**src/rtl/phy_init_pkg.sv**
```systemverilog
package phy_init_pkg;

  localparam int CW       = 32;
  localparam int NSTEP    = 8;
  localparam int PW       = $clog2(NSTEP + 1);
  localparam int ZC_POS   = 2;   // impedance calibration position
  localparam int TRN_POS  = 6;   // first training position

  // control word bit positions
  localparam int TRIG_BIT    = 0;
  localparam int EN_LO       = 1;
  localparam int MODE_BIT    = 16;
  localparam int DLLBYP_BIT  = 17;
  localparam int CTLINIT_BIT = 18;
  localparam int CLR_BIT     = 28;
  localparam int LOCKBYP_BIT = 29;
  localparam int ZCBYP_BIT   = 30;
  localparam int ALLBYP_BIT  = 31;

  localparam logic [CW-1:0] CTRL_WMASK = 32'hE007_01FE;

  typedef struct packed {
    logic busy;
    logic drift;
    logic tr_ierr;
    logic tr_err;
    logic tr_done;
    logic seq_err;
    logic phy_rdy;
    logic idone;
  } stat_t;

  localparam int SW = $bits(stat_t);

  // which step positions a control word selects
  function automatic logic [NSTEP-1:0] build_mask(input logic [CW-1:0] w, input logic lb);
    logic [NSTEP-1:0] m;
    m[0] = w[EN_LO]   & ~w[DLLBYP_BIT];
    m[1] = w[EN_LO+1] & ~w[DLLBYP_BIT] & ~w[LOCKBYP_BIT];
    m[2] = w[EN_LO+2] & ~w[ZCBYP_BIT];
    m[3] = w[EN_LO+3];
    m[4] = w[EN_LO+4];
    m[5] = w[EN_LO+5] & ~w[CTLINIT_BIT];
    m[6] = (w[EN_LO+6] | w[EN_LO+7]) & ~lb;
    m[7] = w[EN_LO+7];
    if (w[ALLBYP_BIT]) m = '0;
    return m;
  endfunction

  // lowest selected position at or above 'from', NSTEP when none
  function automatic logic [PW-1:0] next_pos(input logic [NSTEP-1:0] m, input logic [PW-1:0] from);
    logic [PW-1:0] r;
    r = PW'(NSTEP);
    for (int i = NSTEP - 1; i >= 0; i--)
      if (m[i] && (PW'(i) >= from)) r = PW'(i);
    return r;
  endfunction

  function automatic logic is_train(input logic [PW-1:0] p);
    return (p >= PW'(TRN_POS)) && (p < PW'(NSTEP));
  endfunction

endpackage

```
**src/rtl/pis_ctrl_reg.sv**
```systemverilog
module pis_ctrl_reg
  import phy_init_pkg::*;
#(
  parameter logic [CW-1:0] WMASK = CTRL_WMASK
) (
  input  logic          clk,
  input  logic          rst_n,
  input  logic          wr_en,
  input  logic [CW-1:0] wdata,
  input  logic          busy,
  output logic [CW-1:0] ctrl_q,
  output logic [CW-1:0] rb,
  output logic          clr_cmd,
  output logic          trig_cmd
);

  always_ff @(posedge clk) begin
    if (!rst_n)     ctrl_q <= '0;
    else if (wr_en) ctrl_q <= wdata & WMASK;
  end

  assign rb       = ctrl_q | {{(CW-1){1'b0}}, busy};
  assign clr_cmd  = wr_en & wdata[CLR_BIT];
  assign trig_cmd = wr_en & wdata[TRIG_BIT];

endmodule

```
**src/rtl/pis_stepper.sv**
```systemverilog
module pis_stepper
  import phy_init_pkg::*;
(
  input  logic             clk,
  input  logic             rst_n,
  input  logic             start,
  input  logic [NSTEP-1:0] start_mask,
  input  logic             done,
  input  logic             err,
  output logic             busy,
  output logic [NSTEP-1:0] req,
  output logic [PW-1:0]    cur_pos,
  output logic             adv,
  output logic             abort,
  output logic             fin,
  output logic             rdy_evt
);

  logic [NSTEP-1:0] mask_q;
  logic [PW-1:0]    cur_q;
  logic             busy_q;
  logic [PW-1:0]    first_w;
  logic [PW-1:0]    nxt_w;
  logic             accept_w;
  logic             last_w;

  assign first_w  = next_pos(start_mask, '0);
  assign nxt_w    = next_pos(mask_q, cur_q + 1'b1);
  assign accept_w = busy_q & done;
  assign last_w   = nxt_w == PW'(NSTEP);

  assign adv     = accept_w & ~err;
  assign abort   = accept_w & err;
  assign fin     = (start & (first_w == PW'(NSTEP))) | (accept_w & (err | last_w));
  assign rdy_evt = (start & (first_w > PW'(ZC_POS))) | (adv & (nxt_w > PW'(ZC_POS)));

  always_ff @(posedge clk) begin
    if (!rst_n) begin
      mask_q <= '0;
      cur_q  <= '0;
      busy_q <= 1'b0;
    end else if (start) begin
      mask_q <= start_mask;
      cur_q  <= first_w;
      busy_q <= first_w != PW'(NSTEP);
    end else if (accept_w) begin
      if (err || last_w) busy_q <= 1'b0;
      else               cur_q  <= nxt_w;
    end
  end

  for (genvar g = 0; g < NSTEP; g++) begin : g_req
    assign req[g] = busy_q & (cur_q == PW'(g));
  end

  assign busy    = busy_q;
  assign cur_pos = cur_q;

endmodule

```
**src/rtl/pis_status.sv**
```systemverilog
module pis_status
  import phy_init_pkg::*;
(
  input  logic  clk,
  input  logic  rst_n,
  input  logic  start,
  input  logic  start_train,
  input  logic  fin,
  input  logic  abort,
  input  logic  rdy_evt,
  input  logic  adv_train,
  input  logic  abort_train,
  input  logic  ierr_evt,
  input  logic  drift_evt,
  input  logic  clr_cmd,
  input  logic  busy,
  output stat_t st
);

  logic idone_q, rdy_q, serr_q, trd_q, tre_q, tri_q, drift_q;
  logic tr_keep;

  assign tr_keep = ~clr_cmd & ~start_train;

  always_ff @(posedge clk) begin
    if (!rst_n) begin
      idone_q <= 1'b0;
      rdy_q   <= 1'b0;
      serr_q  <= 1'b0;
      trd_q   <= 1'b0;
      tre_q   <= 1'b0;
      tri_q   <= 1'b0;
      drift_q <= 1'b0;
    end else begin
      if (fin)          idone_q <= 1'b1;
      else if (start)   idone_q <= 1'b0;
      if (rdy_evt)      rdy_q   <= 1'b1;
      else if (start)   rdy_q   <= 1'b0;
      if (abort)        serr_q  <= 1'b1;
      else if (start)   serr_q  <= 1'b0;
      trd_q   <= (trd_q & tr_keep) | adv_train;
      tre_q   <= (tre_q & tr_keep) | abort_train;
      tri_q   <= (tri_q & tr_keep) | ierr_evt;
      drift_q <= (drift_q & ~clr_cmd) | drift_evt;
    end
  end

  always_comb begin
    st.busy    = busy;
    st.drift   = drift_q;
    st.tr_ierr = tri_q;
    st.tr_err  = tre_q;
    st.tr_done = trd_q;
    st.seq_err = serr_q;
    st.phy_rdy = rdy_q;
    st.idone   = idone_q;
  end

endmodule

```
**src/rtl/phy_init_seq.sv**
```systemverilog
module phy_init_seq
  import phy_init_pkg::*;
#(
  parameter int             AW       = 8,
  parameter logic [AW-1:0]  CTRL_OFS = 8'h04,
  parameter logic [AW-1:0]  STAT_OFS = 8'h08
) (
  input  logic             clk,
  input  logic             rst_n,
  input  logic             reg_wr,
  input  logic [AW-1:0]    reg_addr,
  input  logic [CW-1:0]    reg_wdata,
  output logic [CW-1:0]    reg_rdata,
  input  logic             lb_gate_only,
  output logic [NSTEP-1:0] step_req,
  input  logic             step_done,
  input  logic             step_err,
  input  logic             lane_ierr,
  input  logic             drift_evt,
  output logic             init_done_pin
);

  logic [CW-1:0]    ctrl_q, ctrl_rb_w;
  logic             ctrl_wr, clr_cmd, trig_cmd;
  logic             busy_w, start_w, start_train;
  logic [NSTEP-1:0] start_mask;
  logic [PW-1:0]    cur_pos;
  logic             cur_train;
  logic             adv, abort, fin, rdy_evt;
  stat_t            st;
  logic             idone_w, mode_w;

  assign ctrl_wr     = reg_wr && (reg_addr == CTRL_OFS);
  assign start_w     = trig_cmd & ~busy_w;
  assign start_mask  = build_mask(reg_wdata, lb_gate_only);
  assign start_train = start_w & (|start_mask[NSTEP-1:TRN_POS]);
  assign cur_train   = is_train(cur_pos);

  pis_ctrl_reg u_ctrl (
    .clk      (clk),
    .rst_n    (rst_n),
    .wr_en    (ctrl_wr),
    .wdata    (reg_wdata),
    .busy     (busy_w),
    .ctrl_q   (ctrl_q),
    .rb       (ctrl_rb_w),
    .clr_cmd  (clr_cmd),
    .trig_cmd (trig_cmd)
  );

  pis_stepper u_step (
    .clk        (clk),
    .rst_n      (rst_n),
    .start      (start_w),
    .start_mask (start_mask),
    .done       (step_done),
    .err        (step_err),
    .busy       (busy_w),
    .req        (step_req),
    .cur_pos    (cur_pos),
    .adv        (adv),
    .abort      (abort),
    .fin        (fin),
    .rdy_evt    (rdy_evt)
  );

  pis_status u_stat (
    .clk         (clk),
    .rst_n       (rst_n),
    .start       (start_w),
    .start_train (start_train),
    .fin         (fin),
    .abort       (abort),
    .rdy_evt     (rdy_evt),
    .adv_train   (adv & cur_train),
    .abort_train (abort & cur_train),
    .ierr_evt    (lane_ierr & busy_w & cur_train),
    .drift_evt   (drift_evt),
    .clr_cmd     (clr_cmd),
    .busy        (busy_w),
    .st          (st)
  );

  assign idone_w       = st.idone;
  assign mode_w        = ctrl_q[MODE_BIT];
  assign init_done_pin = mode_w ? st.idone : st.phy_rdy;

  always_comb begin
    if (reg_addr == CTRL_OFS)      reg_rdata = ctrl_rb_w;
    else if (reg_addr == STAT_OFS) reg_rdata = {{(CW-SW){1'b0}}, st};
    else                           reg_rdata = '0;
  end

endmodule

```
**config.mk**
```make
export PLATFORM = sky130hd
export DESIGN_NAME = phy_init_seq
export DESIGN_NICKNAME = d
export VERILOG_FILES = /design/src/rtl/phy_init_pkg.sv /design/src/rtl/pis_ctrl_reg.sv /design/src/rtl/pis_stepper.sv /design/src/rtl/pis_status.sv /design/src/rtl/phy_init_seq.sv
export SDC_FILE = /design/constraint.sdc
export NUM_CORES = 1
export LEC_CHECK = 0
export ABC_AREA = 1
export BUFFER_PORTS_ARGS = -buffer_cell sky130_fd_sc_hd__buf_2
export CORE_ASPECT_RATIO = 2
export CORE_UTILIZATION = 48
export CTS_CLUSTER_DIAMETER = 40
export DETAILED_ROUTE_END_ITERATION = 10
export PLACE_DENSITY = 0.82
export SYNTH_ARGS = -nofsm -noshare
export SYNTH_HDL_FRONTEND = slang
export SYNTH_SLANG_ARGS = --single-unit
```
**constraint.sdc**
```tcl
create_clock -name clk -period 2.3 [get_ports clk]
set_input_delay 0.23 -clock clk [delete_from_list [all_inputs] [get_ports clk]]
set_output_delay 0.23 -clock clk [all_outputs]
set_load 0.05 [all_outputs]
```
==> impl_metrics.json <==
{
  "die_y_um": 97.3,
  "grt_remaining_overflow": 0,
  "synthCells": 325,
  "max_cap_violations": 0,
  "cts_tree": "yes",
  "hold_viol_final": 0,
  "rsz_0062_raised_after_global_routing": "no",
  "post-route-worst-setup-slack_ps": 259,
  "critical_path_class": "flop to flop",
  "r2r.worst_path.cells": 14,
  "clk_pin_slew_ps": 70,
  "power-per-cell-area_nw_per_um2": 474,
  "crit_arrival_ps": 2230,
  "grt_first_pass_wirelength_mm": 8.85,
  "antenna_found_initial": 0,
  "run_status": "finished, final reports clean",
  "timing.final.crit_period_ps": 2040,
  "clock_latency_ps": 290,
  "post-route-period-util_pct": 88.7,
  "regMostFlops": "u_ctrl.ctrl_q",
  "place.gp.congestion": 0.908,
  "synth.yosys.seq_area_share_pct": 31.2,
  "power.combinational.fraction_pct": 12.5,
  "via_per_inst": 5.13,
  "synthesis.area_per_instance_um2": 6.71,
  "largest_reg_flops": 14,
  "synthesis.area_um2": 2180,
  "wl_met2_mm": 3.14,
  "effective_utilization_at_floorplan_pct": 50.3,
  "core-area_um2": 4340,
  "netSwitchingPower_mw": 0.331,
  "pwr-share-seq_pct": 49.4,
  "crit_top_cell": "sky130_fd_sc_hd__nand2_1",
  "path_max_fanout": 7,
  "wl_met3_um": 179,
  "highest-signal-layer": "met4",
  "wl_mm": 5.46,
  "grt_use_total_pct": 23.9,
  "p_int_mw": 0.866,
  "drt_first_pass_iters": 4,
  "static-leakage-power_nw": 1.28,
  "clock_skew_ps": 4.45,
  "crit_path_end_kind": "flop",
  "routed-via-count": 2242,
  "clockRootBuffer": "sky130_fd_sc_hd__clkbuf_8",
  "pwr-share-clk_pct": 38.1,
  "maxClockFrequency_ghz": 0.490,
  "ys_ff_latch": 34,
  "slowest_delay_ps": 360,
  "min_path_type": "primary input to flop",
  "timing.critical_path.from_type": "flop",
  "switching_share_pct": 27.6,
  "wl_met1_mm": 1.89,
  "post_cts_setup_buffers": 0,
  "postLayoutCoreUtil_pct": 58.2,
  "floorplan_row_count": 34,
  "detail_route.wl_per_cell_um": 12.5,
  "die_outline_area_um2": 4830,
  "numCtsBuffers": 5,
  "min_path_cells": 3,
  "portBuffers": 55,
  "clock_sink_count": 34,
  "first_global_vias": 2068,
  "crit_path_cell_trace": "ha_1 > inv_1 > nand2_1 > nand2_1 > inv_1 > nor2_4 > o21ai_0 > nand2_1 > inv_1 > nand2_1 > nand2_1 > nand2_1 > nor2_1 > o21a_1",
  "layout.cells.most_common": "sky130_fd_sc_hd__nand2_1",
  "finalSetupViolations": 0,
  "grt_start_max_net_pins": 25,
  "pre_cts_slack_ps": 201,
  "num_io_pins": 89,
  "n_antenna_cell": 0,
  "drt_iter0_drc": 39,
  "drv_slew": 0,
  "dp_hpwl_mm": 4.42,
  "final_net_count": 437,
  "timing.critical_path.slowest_stage_cell": "sky130_fd_sc_hd__dfxtp_2",
  "critPathRequiredTime_ps": 2490,
  "totalNegativeSetupSlack_ps": 0,
  "floorplan.die.width_um": 49.7,
  "max_rail_drop_vdd_mv": 0.602,
  "antenna_left": 0,
  "yosysWarningCount": 0,
  "areaGrowthSynthToFinish_pct": 15.9,
  "synth_cell_types": 33,
  "final_layout_size_suffix_gt1_share_pct": 20.9,
  "drc": 0,
  "layout_common_cells": "67 x sky130_fd_sc_hd__nand2_1, 55 x sky130_fd_sc_hd__buf_2, 44 x sky130_fd_sc_hd__nor2_1",
  "clockBufferDepth": 2,
  "htreeDepth": 2
}
[worst paths after layout]
kind / slack [ps] / to / startpoint
worst max-delay path: 260 / u_step.cur_pos[1]$_SDFFE_PN0P_ / u_step.cur_pos[0]$_SDFFE_PN0P_
worst min register to register: 460 / u_ctrl.ctrl_q[30]$_SDFFE_PN0P_ / u_ctrl.ctrl_q[30]$_SDFFE_PN0P_
worst max register to register: 260 / u_step.cur_pos[1]$_SDFFE_PN0P_ / u_step.cur_pos[0]$_SDFFE_PN0P_
worst min-delay path: 170 / u_stat.drift_q$_SDFF_PN0_ / drift_evt
[metal layers]
layer	up-vias	track usage, %
met5	-	0
met4	0	15.4
met3	18	3.13
met2	81	46.6
met1	1013	21.3
li1	1130	-
[cell families (layout without fill, tap and decap cells)]
| family | count (synthesis) | in the layout | synth area share (%) |
|---|---|---|---|
| buf+inv | 67 | 109 | 15.5 |
| fa+ha+maj | 7 | 7 | 4.02 |
| compound gates | 68 | 68 | 18.2 |
| other cells | 1 | 17 | 0.172 |
| flops | 34 | 34 | 31.2 |
| simple gates | 148 | 148 | 30.9 |
[synth_stat cells]
library cell,instances,share of area (%)
sky130_fd_sc_hd__a21boi_0,1,0.34
sky130_fd_sc_hd__a21oi_1,23,5.3
sky130_fd_sc_hd__a21oi_2,5,2.0
sky130_fd_sc_hd__a32o_1,5,2.3
sky130_fd_sc_hd__buf_12,1,0.92
sky130_fd_sc_hd__buf_2,2,0.46
sky130_fd_sc_hd__buf_4,17,5.9
sky130_fd_sc_hd__clkbuf_1,4,0.69
sky130_fd_sc_hd__clkinv_1,1,0.17
sky130_fd_sc_hd__clkinv_4,1,0.40
sky130_fd_sc_hd__conb_1,1,0.17
sky130_fd_sc_hd__dfxtp_1,34,31
sky130_fd_sc_hd__ha_1,7,4.0
sky130_fd_sc_hd__inv_1,41,7.1
sky130_fd_sc_hd__nand2_1,67,12
sky130_fd_sc_hd__nand2_2,1,0.29
sky130_fd_sc_hd__nand2_4,1,0.52
sky130_fd_sc_hd__nand3_1,13,3.0
sky130_fd_sc_hd__nand3_4,1,0.80
sky130_fd_sc_hd__nand3b_1,2,0.69
sky130_fd_sc_hd__nand4_1,6,1.7
sky130_fd_sc_hd__nor2_1,44,7.6
sky130_fd_sc_hd__nor2_4,1,0.52
sky130_fd_sc_hd__nor2_8,1,0.92
sky130_fd_sc_hd__nor3_1,9,2.1
sky130_fd_sc_hd__nor4_1,1,0.29
sky130_fd_sc_hd__nor4_4,1,0.98
sky130_fd_sc_hd__o21a_1,1,0.34
sky130_fd_sc_hd__o21ai_0,26,6.0
sky130_fd_sc_hd__o21ai_1,4,0.92
sky130_fd_sc_hd__o21ai_2,1,0.40
sky130_fd_sc_hd__o21bai_1,1,0.34
sky130_fd_sc_hd__o22ai_1,1,0.29
[final cells by class]
| type | instances | area (um^2) |
|---|---|---|
| flip-flops and latches | 34 | 683 |
| well taps | 54 | 67.6 |
| multi-input cells | 240 | 1220 |
| fillers | 432 | 1810 |
| repair buffers | 58 | 298 |
| inverters | 43 | 166 |
| clock inverters | 1 | 5.00 |
| clock buffers | 7 | 86.3 |
[power by group through the flow]
| stage | sequential [mW] | combinational, mW | clock, mW |
|---|---|---|---|
| 6_report | 0.592 | 0.149 | 0.456 |
| 5_1_grt | 0.592 | 0.161 | 0.480 |
| 4_1_cts | 0.592 | 0.148 | 0.463 |
| 3_5_place_dp | 0.605 | 0.148 | 0 |
| 3_3_place_gp | 0.605 | 0.146 | 0 |
| 2_1_floorplan | 0.605 | 0.127 | 0 |
[stage by stage]
| step | hold slack (ps) | instance area [um^2] | instances | power, mW |
|---|---|---|---|---|
| 2_1_floorplan | 347 | 2240 | 341 | 0.731 |
| 3_3_place_gp | 441 | 2430 | 429 | 0.751 |
| 3_5_place_dp | 448 | 2430 | 429 | 0.753 |
| 4_1_cts | 170 | 2520 | 437 | 1.20 |
| 5_1_grt | 183 | 2530 | 437 | 1.23 |
| 6_report | 169 | 2530 | 437 | 1.20 |
[critical path, delay by kind of cell (launching register included)]
family / cells / cell delay [ps]
AOI/OAI and AO/OA: 2 / 310
adders and majority gates: 1 / 220
buffers and inverters: 3 / 200
DFF: 1 / 360
and+or+nand+nor: 8 / 850
[repair_timing]
item	in CTS	in global routing
hold buffers	0	0
setup endpoints to repair	0	3
resized for setup	0	2
No activity file was read; power rests on OpenSTA's default activity.
